<file path="src/rtl/gpio_irq_pkg.sv">
package gpio_irq_pkg;

    localparam int REG_ADDR_W = 3;

    localparam logic [REG_ADDR_W-1:0] REG_VALUE = 3'd0;
    localparam logic [REG_ADDR_W-1:0] REG_DIR   = 3'd1;
    localparam logic [REG_ADDR_W-1:0] REG_ALTA  = 3'd2;
    localparam logic [REG_ADDR_W-1:0] REG_ALTB  = 3'd3;
    localparam logic [REG_ADDR_W-1:0] REG_CLEAR = 3'd4;

    typedef enum logic [2:0] {
        PM_OUTPUT   = 3'd0,
        PM_INPUT    = 3'd1,
        PM_LEVEL    = 3'd2,
        PM_DUAL     = 3'd3,
        PM_SINGLE   = 3'd4,
        PM_RESERVED = 3'd5
    } pin_mode_e;

    typedef struct packed {
        logic meta;
        logic cur;
        logic prev;
    } sync_st_t;

    typedef struct packed {
        logic pending;
    } pin_st_t;

    function automatic pin_mode_e decode_mode(input logic alt_b,
                                              input logic alt_a,
                                              input logic dir);
        pin_mode_e m;
        if (!alt_b) begin
            m = dir ? PM_INPUT : PM_OUTPUT;
        end else if (!alt_a) begin
            m = dir ? PM_RESERVED : PM_DUAL;
        end else begin
            m = dir ? PM_SINGLE : PM_LEVEL;
        end
        return m;
    endfunction

endpackage

</file>
<file path="src/rtl/gpio_irq_sync.sv">
module gpio_irq_sync
    import gpio_irq_pkg::*;
(
    input  logic clk,
    input  logic rst_n,
    input  logic async_i,
    output logic cur_o,
    output logic prev_o
);

    sync_st_t st_d, st_q;

    always_comb begin
        st_d      = st_q;
        st_d.meta = async_i;
        st_d.cur  = st_q.meta;
        st_d.prev = st_q.cur;
    end

    always_ff @(posedge clk) begin
        if (!rst_n) begin
            st_q <= '0;
        end else begin
            st_q <= st_d;
        end
    end

    assign cur_o  = st_q.cur;
    assign prev_o = st_q.prev;

    AST_HISTORY_FOLLOWS: assert property (@(posedge clk) disable iff (!rst_n)
        1'b1 |=> (prev_o == $past(cur_o)));

endmodule

</file>
<file path="src/rtl/gpio_irq_cfg.sv">
module gpio_irq_cfg
    import gpio_irq_pkg::*;
#(
    parameter int WIDTH = 8
) (
    input  logic                  clk,
    input  logic                  rst_n,
    input  logic                  wr_en,
    input  logic [REG_ADDR_W-1:0] wr_addr,
    input  logic [WIDTH-1:0]      wr_data,
    output logic [WIDTH-1:0]      value_o,
    output logic [WIDTH-1:0]      dir_o,
    output logic [WIDTH-1:0]      alt_a_o,
    output logic [WIDTH-1:0]      alt_b_o,
    output logic [WIDTH-1:0]      clear_o
);

    typedef struct packed {
        logic [WIDTH-1:0] value;
        logic [WIDTH-1:0] dir;
        logic [WIDTH-1:0] alt_a;
        logic [WIDTH-1:0] alt_b;
    } cfg_st_t;

    cfg_st_t          cfg_d, cfg_q;
    logic [WIDTH-1:0] clear_d;

    always_comb begin
        cfg_d   = cfg_q;
        clear_d = '0;
        if (wr_en) begin
            case (wr_addr)
                REG_VALUE: cfg_d.value = wr_data;
                REG_DIR:   cfg_d.dir   = wr_data;
                REG_ALTA:  cfg_d.alt_a = wr_data;
                REG_ALTB:  cfg_d.alt_b = wr_data;
                REG_CLEAR: clear_d     = wr_data;
                default:   cfg_d       = cfg_q;
            endcase
        end
    end

    always_ff @(posedge clk) begin
        if (!rst_n) begin
            cfg_q.value <= '0;
            cfg_q.dir   <= '1;
            cfg_q.alt_a <= '0;
            cfg_q.alt_b <= '0;
        end else begin
            cfg_q <= cfg_d;
        end
    end

    assign value_o = cfg_q.value;
    assign dir_o   = cfg_q.dir;
    assign alt_a_o = cfg_q.alt_a;
    assign alt_b_o = cfg_q.alt_b;
    assign clear_o = clear_d;

    AST_DIR_WRITE_LANDS: assert property (@(posedge clk) disable iff (!rst_n)
        (wr_en && wr_addr == REG_DIR) |=> (dir_o == $past(wr_data)));

    AST_ALTB_WRITE_LANDS: assert property (@(posedge clk) disable iff (!rst_n)
        (wr_en && wr_addr == REG_ALTB) |=> (alt_b_o == $past(wr_data)));

    AST_CFG_HOLDS_IDLE: assert property (@(posedge clk) disable iff (!rst_n)
        !wr_en |=> $stable(value_o) && $stable(alt_b_o));

endmodule

</file>
<file path="src/rtl/gpio_irq_pin.sv">
module gpio_irq_pin
    import gpio_irq_pkg::*;
(
    input  logic clk,
    input  logic rst_n,
    input  logic pad_i,
    input  logic value_i,
    input  logic dir_i,
    input  logic alt_a_i,
    input  logic alt_b_i,
    input  logic clear_i,
    output logic pad_out_o,
    output logic pad_oe_o,
    output logic irq_o
);

    pin_st_t   st_d, st_q;
    pin_mode_e mode;
    logic      smp_cur;
    logic      smp_prev;
    logic      rise;
    logic      fall;
    logic      edge_hit;
    logic      level_req;
    logic      edge_mode;

    gpio_irq_sync u_sync (
        .clk     (clk),
        .rst_n   (rst_n),
        .async_i (pad_i),
        .cur_o   (smp_cur),
        .prev_o  (smp_prev)
    );

    always_comb begin
        mode      = decode_mode(alt_b_i, alt_a_i, dir_i);
        rise      = smp_cur & ~smp_prev;
        fall      = ~smp_cur & smp_prev;
        edge_mode = (mode == PM_DUAL) || (mode == PM_SINGLE);
        case (mode)
            PM_DUAL:   edge_hit = rise | fall;
            PM_SINGLE: edge_hit = value_i ? rise : fall;
            default:   edge_hit = 1'b0;
        endcase
        level_req = (mode == PM_LEVEL) && (smp_cur == value_i) && (smp_prev == value_i);
    end

    always_comb begin
        st_d         = st_q;
        st_d.pending = (st_q.pending & ~clear_i) | edge_hit;
    end

    always_ff @(posedge clk) begin
        if (!rst_n) begin
            st_q <= '0;
        end else begin
            st_q <= st_d;
        end
    end

    always_comb begin
        if (mode == PM_OUTPUT) begin
            pad_oe_o  = 1'b1;
            pad_out_o = value_i;
        end else begin
            pad_oe_o  = 1'b0;
            pad_out_o = 1'b0;
        end
        irq_o = edge_mode ? st_q.pending : level_req;
    end

    AST_EDGE_SETS_PENDING: assert property (@(posedge clk) disable iff (!rst_n)
        edge_hit |=> st_q.pending);

    AST_CLEAR_DROPS: assert property (@(posedge clk) disable iff (!rst_n)
        (st_q.pending && clear_i && !edge_hit) |=> !st_q.pending);

    AST_PENDING_STICKY: assert property (@(posedge clk) disable iff (!rst_n)
        (st_q.pending && !clear_i) |=> st_q.pending);

    AST_OPEN_DRAIN: assert property (@(posedge clk) disable iff (!rst_n)
        alt_b_i |-> (!pad_oe_o && !pad_out_o));

    AST_LEVEL_TWO_SAMPLES: assert property (@(posedge clk) disable iff (!rst_n)
        (level_req && $stable(value_i)) |-> ($past(smp_cur) == value_i));

endmodule

</file>
<file path="src/rtl/gpio_irq_port.sv">
module gpio_irq_port
    import gpio_irq_pkg::*;
#(
    parameter int WIDTH = 8
) (
    input  logic                  clk,
    input  logic                  rst_n,
    input  logic                  wr_en,
    input  logic [REG_ADDR_W-1:0] wr_addr,
    input  logic [WIDTH-1:0]      wr_data,
    input  logic                  irq_en,
    input  logic [WIDTH-1:0]      pad_in,
    output logic [WIDTH-1:0]      pad_out,
    output logic [WIDTH-1:0]      pad_oe,
    output logic [WIDTH-1:0]      pin_irq,
    output logic                  irq
);

    logic [WIDTH-1:0] value_q;
    logic [WIDTH-1:0] dir_q;
    logic [WIDTH-1:0] alt_a_q;
    logic [WIDTH-1:0] alt_b_q;
    logic [WIDTH-1:0] clear_d;

    gpio_irq_cfg #(.WIDTH(WIDTH)) u_cfg (
        .clk     (clk),
        .rst_n   (rst_n),
        .wr_en   (wr_en),
        .wr_addr (wr_addr),
        .wr_data (wr_data),
        .value_o (value_q),
        .dir_o   (dir_q),
        .alt_a_o (alt_a_q),
        .alt_b_o (alt_b_q),
        .clear_o (clear_d)
    );

    for (genvar i = 0; i < WIDTH; i++) begin : g_pin
        gpio_irq_pin u_pin (
            .clk       (clk),
            .rst_n     (rst_n),
            .pad_i     (pad_in[i]),
            .value_i   (value_q[i]),
            .dir_i     (dir_q[i]),
            .alt_a_i   (alt_a_q[i]),
            .alt_b_i   (alt_b_q[i]),
            .clear_i   (clear_d[i]),
            .pad_out_o (pad_out[i]),
            .pad_oe_o  (pad_oe[i]),
            .irq_o     (pin_irq[i])
        );
    end

    assign irq = irq_en & (|pin_irq);

    AST_GATE_KEEPS_REQUESTS: assert property (@(posedge clk) disable iff (!rst_n)
        (!irq_en && !wr_en && $stable(pad_in) && |pin_irq && (pin_irq & ~alt_a_q & alt_b_q) != '0)
        |=> |pin_irq);

    AST_PLAIN_INPUT_QUIET: assert property (@(posedge clk) disable iff (!rst_n)
        ((alt_b_q == '0) |-> (pin_irq == '0)));

endmodule

</file>
<file path="config.mk">
export PLATFORM = sky130hd
export DESIGN_NAME = gpio_irq_port
export DESIGN_NICKNAME = d
export VERILOG_FILES = /design/src/rtl/gpio_irq_pkg.sv /design/src/rtl/gpio_irq_sync.sv /design/src/rtl/gpio_irq_cfg.sv /design/src/rtl/gpio_irq_pin.sv /design/src/rtl/gpio_irq_port.sv
export SDC_FILE = /design/constraint.sdc
export NUM_CORES = 1
export LEC_CHECK = 0
export BUFFER_PORTS_ARGS = -buffer_cell sky130_fd_sc_hd__buf_2
export CELL_PAD_IN_SITES_DETAIL_PLACEMENT = 1
export CELL_PAD_IN_SITES_GLOBAL_PLACEMENT = 2
export CORE_MARGIN = 8
export CORE_UTILIZATION = 34
export DETAILED_ROUTE_END_ITERATION = 8
export GPL_TIMING_DRIVEN = 0
export HOLD_SLACK_MARGIN = 0.12
export PLACE_DENSITY_LB_ADDON = 0.1
export SLEW_MARGIN = 20
export SYNTH_ARGS = -nofsm -noshare
export SYNTH_HDL_FRONTEND = slang
export SYNTH_SLANG_ARGS = --single-unit
</file>
<file path="constraint.sdc">
create_clock -name clk -period 2.7 [get_ports clk]
set_clock_uncertainty 0.1 [all_clocks]
set_input_delay 0.54 -clock clk [delete_from_list [all_inputs] [get_ports clk]]
set_output_delay 0.54 -clock clk [all_outputs]
set_load 0.02 [all_outputs]
</file>
Yosys cells after proc, flatten, opt, wreduce, memory -nomap -nowiden
Cells that the tools add are included.
{"block": "totals", "mem_bits_rw": 0, "out_inout_bits": 25, "mem_count": 0, "rom_bits": 0, "input_bits": 23, "reg_bits": 64, "word_cells": 265, "latchBits": 0}
{"block": "classes", "n_lt_le_gt_ge": 0, "n_eq_ne": 44, "n_bitwise": 65, "multipliers": 0, "n_reduce_logical": 38, "shift": 0, "div_mod_pow": 0, "addsub": 0, "n_mux": 82}
{"operator": "3-bit two-way mux", "count": 32}
{"operator": "3-bit by 2-bit == test with 1-bit output, second input constant", "count": 18}
{"operator": "1-bit two-way mux", "count": 40}
{"operator": "3-bit == test, second input constant", "count": 9}
{"operator": "3-bit logical NOT", "count": 9}
{"operator": "1-bit AND", "count": 25}
{"operator": "1-bit inverter", "count": 24}
{"operator": "1-bit == test", "count": 16}
{"operator": "1-bit logical AND", "count": 16}
{"operator": "8-bit two-way mux", "count": 2}
{"operator": "1-bit bitwise OR", "count": 16}
{"operator": "1-bit case mux with 2 select lines", "count": 8}
{"operator": "1-bit logical OR", "count": 8}
{"operator": "2-bit AND reduction", "count": 4}
{"operator": "8-bit OR reduction", "count": 1}
{"operator": "3-bit by 1-bit == test with 1-bit output, second input constant", "count": 1}

Depth between registers and ports, before layout
{"block": "logic_depth", "depth_word": 9, "ltp_mapped": 7, "mapped_depth_nobuf": 7}

Hierarchy
Synthesis repeated with hierarchy kept, for this count alone.
{"block": "unflattened", "hier_cells": 344, "area_unflattened_um2": 3230.6}
{"module": "gpio_irq_cfg", "cells_per_inst": 134, "instances": 1, "area_each_um2": 1330.0, "seq_area_each_um2": 640.6}
{"module": "gpio_irq_pin at g_pin[1].u_pin ...", "cells_per_inst": 20, "instances": 7, "area_each_um2": 157.7, "seq_area_each_um2": 20.0}
{"module": "gpio_irq_sync", "cells_per_inst": 6, "instances": 8, "area_each_um2": 78.8, "seq_area_each_um2": 60.1}
{"module": "gpio_irq_pin at g_pin[0].u_pin", "cells_per_inst": 19, "instances": 1, "area_each_um2": 146.4, "seq_area_each_um2": 20.0}
{"module": "gpio_irq_port", "cells_per_inst": 3, "instances": 1, "area_each_um2": 20.0, "seq_area_each_um2": 0.0}

Least setup slack after synthesis
OpenSTA, ideal clock, no wires.
{"block": "synth_timing", "kind": "flip-flop to output port", "startpoint": "register g_pin[7].u_pin.u_sync.st_q (netlist bit g_pin[7].u_pin.u_sync.prev_o)", "endpoint": "output irq", "stages_incl_launch_ff": 6, "required_time_ps": 2060, "arrival_time_ps": 1576, "path_slack_ps": 484, "path_cell_list": "dfxtp_1 -> and3_1 -> nor2_1 -> o32ai_1 -> or4_1 -> o41a_1"}
{"block": "synth_via", "elab_chain_len": 5}
{"element": "start: declaration", "line": "gpio_irq_sync.sv:11", "source": "sync_st_t st_d, st_q;"}
{"element": "start signal: assignment", "line": "gpio_irq_sync.sv:24", "source": "st_q <= st_d;"}
{"element": "1-bit == test", "line": "gpio_irq_pin.sv:45", "source": "level_req = (mode == PM_LEVEL) && (smp_cur == value_i) && (smp_prev == value_i);"}
{"element": "1-bit logical AND", "line": "gpio_irq_pin.sv:45"}
{"element": "1-bit two-way mux", "line": "gpio_irq_pin.sv:69", "source": "irq_o = edge_mode ? st_q.pending : level_req;"}
{"element": "named net g_pin[7].u_pin.irq_o", "line": "gpio_irq_pin.sv:14", "source": "output logic irq_o"}
{"element": "8-bit OR reduction", "line": "gpio_irq_port.sv:54", "source": "assign irq = irq_en & (|pin_irq);"}
{"element": "1-bit AND", "line": "gpio_irq_port.sv:54"}
{"element": "end: declaration", "line": "gpio_irq_port.sv:16", "source": "output logic irq"}
The timed path passes the listed nets, and every way through them passes these cells.

Final worst setup path
{"block": "layout_timing", "startpoint": "register u_cfg.cfg_q (netlist bit u_cfg.dir_o[5])", "endpoint": "output irq"}
{"block": "layout_via", "elab_chain_len": 9, "elab_cells_between_ends": 14}
{"element": "start: declaration", "line": "gpio_irq_cfg.sv:25", "source": "cfg_st_t cfg_d, cfg_q;"}
{"element": "start signal: assignment", "line": "gpio_irq_cfg.sv:50", "source": "cfg_q <= cfg_d;"}
{"element": "3-bit two-way mux (on tied branches)", "line": "gpio_irq_pkg.sv:37, gpio_irq_pkg.sv:39"}
{"element": "3-bit two-way mux", "line": "gpio_irq_pkg.sv:36", "source": "end else if (!alt_a) begin"}
{"element": "3-bit two-way mux (*)", "line": "gpio_irq_pkg.sv:34", "source": "if (!alt_b) begin"}
{"element": "3-bit by 2-bit == test with 1-bit output", "line": "gpio_irq_pin.sv:45"}
{"element": "1-bit logical AND (2 in a row)", "line": "gpio_irq_pin.sv:45"}
{"element": "1-bit two-way mux (*)", "line": "gpio_irq_pin.sv:69"}
{"element": "named net g_pin[5].u_pin.irq_o", "line": "gpio_irq_pin.sv:14"}
{"element": "8-bit OR reduction (*)", "line": "gpio_irq_port.sv:54"}
{"element": "1-bit AND (*)", "line": "gpio_irq_port.sv:54"}
The timed path passes the listed nets; every way through them passes the cells marked *.

==> flow_summary.yaml <==
synthesis:
  yosysTopAreaCell: "dfxtp_1"
  ys_top_cells_by_count: "nand2_1, dfxtp_1, and2_1"
  synth-edff-count: 0
  ys_types: 30
  synth.avg_cell_area_um2: 8.295
  ys_seq_elements: 64
  yosysTopAreaCellShare_pct: 40.02
  synth.cell_area_um2: 3202
  yosys-top-cells-area: "dfxtp_1, nand2_1, and2_1"
  syn-num-nets: 425
  synth_ff_type: "dfxtp_1"
  synth.yosys.seq_area_share_pct: 40.02
  synth_most_common_cell: "nand2_1"
  syn_inst: 386
  ys_warn_count: 0
  async_flop_share_pct: 0
critical_path:
  path_class: "flop to primary output"
  start_kind: "flop"
  worstPathRequired_ns: 2.06
  crit_path_end_kind: "primary output"
  worstPathMaxFanout: 5
  arrival_ns: 2.08
grt:
  grt_pass1_wl_mm: 14.26
  grt_use_total_pct: 14.13
  antenna_found_initial: 0
  first_global_vias: 2873
  grt_start_max_net_pins: 11
  grt_overflow: 0
placed_design:
  place_ws_ns: 0.1784
  io_buffer_count: 45
  place_congestion: 0.7560
  dp_hpwl_mm: 6.213
status:
  violations: "setup timing"
  status: "complete, but fails checks"
route:
  drc: 0
  ant_nets: 0
  routed_wl_mm: 8.506
  drt-vias-per-instance: 4.778
  routedWlPerCell_um: 15.22
  dr_total_vias: 2671
  drt-pass1-iter-count: 4
  drtIter0Drc: 85
clock_tree:
  cts_sinks: 64
  cts_made_buffers: 9
  clk_path_buf_depth: 2
  clock-root-buffer: "clkbuf_8"
  clk_pin_slew_ns: 0.07
  cts_tree: "done"
  htree_levels: 3
  insertion_delay_ns: 0.34
pwr:
  p_total_mw: 1.992
  vdd_drop_max_v: 0.0002215
  power.density_nw_per_um2: 513.5
  p_leak_nw: 1.600
timing:
  rsz0062_at_grt: "yes"
  fmax_mhz: 367.4
  hold_viol_final: 0
  finalSetupViolCount: 1
  min_period_over_period_pct: 100.8
  period_needed_ns: 2.722
  slew-limit-headroom_pct: 47.93
  tightest_slew_ns: 0.7768
  timing.hold.ws_ns: 0.3035
  finalMaxSlewViolations: 0
  final.setup.worst_slack_ns: -0.02155
floorplanning:
  dieArea_um2: 12780
  core_area_um2: 9196
  rows: 35
  num_io_pins: 48
  initial_core_util_pct: 34.82
  fp.dieW_um: 113.0
  die-height_um: 113.0
final_layout:
  area_growth_pct: 21.18
  utilization_pct: 42.19
  nNetsFinal: 482
  final_layout_size_suffix_gt1_share_pct: 26.12
  n_antenna_cell: 0
flow_run:
  cap_violations: 0
min_path:
  hp-class: "input pin to flop"
-- metrics by stage --
stage	TNS, ns	std cells	cell area (µm²)
after floorplan	0	386	3202
after CTS	-0.06351	559	3854
final	-0.02155	559	3880
after global placement	0	542	3566
after global routing	-0.1018	559	3880
after detailed placement	0	542	3571
-- sequential cells by signal, summed over array words and instances (netlist names) --
name	count
g_pin.u_pin.u_sync.prev_o	8
u_cfg.alt_b_o	8
g_pin.u_pin.u_sync.cur_o	8
g_pin.u_pin.st_q	8
g_pin.u_pin.u_sync.st_d	8
u_cfg.value_o	8
u_cfg.alt_a_o	8
u_cfg.dir_o	8
-- report_power, final --
group	internal, mW	total, mW	switching, mW
logic	0.0685	0.156	0.0879
clock network	0.475	0.840	0.366
registers	0.970	0.995	0.0255
total	1.51	1.99	0.479
-- layout by cell type, fill, tap and decap left out, types with 2 or more instances in the layout --
cell,netlist,layout
o32ai_2,0,2
buf_4,24,25
clkinv_2,0,2
clkbuf_8,0,11
o31ai_1,3,3
and2_1,37,35
nand2_1,81,81
nor2_2,1,2
and3_1,8,6
nor2b_1,17,17
nor2_1,16,13
mux2i_1,15,15
ha_1,16,16
nand2b_1,2,2
inv_1,16,16
or3_1,2,2
a22oi_1,8,8
buf_2,0,44
nor3_1,9,7
o22ai_1,7,7
clkbuf_1,11,13
and3_4,0,2
nor3_2,0,2
a21boi_0,16,16
dfxtp_1,64,51
nand3b_1,2,2
or2_2,6,6
nand3_1,14,14
dfxtp_2,0,11
and2_4,0,2
dfxtp_4,0,2
nor2_4,0,2
-- layer usage --
layer	global-route usage, %	vias to the layer above	routed length (µm)
met1	16.62	1269	4028
met5	0	-	0
met4	3.996	0	39
li1	-	1366	-
met3	4.313	2	301
met2	24.21	34	4136
-- cell families (layout without fill, tap and decap cells) --
logic type                 Yosys count  after routing  share of synthesized area [%]
and+or+nand+nor                    197            197                          30.13
AOI/OAI and AO/OA                   42             42                          9.848
xor gates and xnor gates             1              1                         0.2736
adders and majority gates           16             16                          6.252
muxes                               15             15                          4.689
DFF                                 64             64                          40.02
buffers and inverters               51            113                          8.792
-- path summary, 6_finish.rpt --
path / start / endpoint / slack (ns) / cells past startpoint
setup / recovery: u_cfg.dir_o[5]$_SDFFE_PN1P_ / irq / -0.02 / 6
hold / removal: pad_in[5] / g_pin[5].u_pin.u_sync.st_d[1]$_SDFF_PN0_ / 0.30 / 2
setup reg to reg: g_pin[6].u_pin.u_sync.prev_o$_SDFF_PN0_ / g_pin[6].u_pin.st_q$_SDFF_PN0_ / 1.29 / 7
hold reg to reg: g_pin[3].u_pin.u_sync.st_d[1]$_SDFF_PN0_ / g_pin[3].u_pin.u_sync.cur_o$_SDFF_PN0_ / 0.34 / 1
-- critical path: stages, from the launching register on --
cell     delay (ns)
dfxtp_4        0.38
or2_2          0.12
and2_4         0.14
o32ai_4        0.08
or4_4          0.54
o41a_1         0.34
buf_6          0.14
-- timing repair --
item	CTS	global route
endpoints found under the setup margin	1	1
gates cloned	0	0
setup buffers	1	0
gates resized for setup	24	7
pin swaps	4	0
hold buffers	0	0
-- cell type report --
class	count	area [µm²]
plain buffers	35	221.5
clock inverters	3	40.04
clock buffers	13	158.9
well taps	111	138.9
fillers	1135	5316
repair buffers	46	239.0
inverters	16	60.06
flip-flops and latches	64	1303
multi-input cells	271	1719
(Power assumes the default switching activity.)
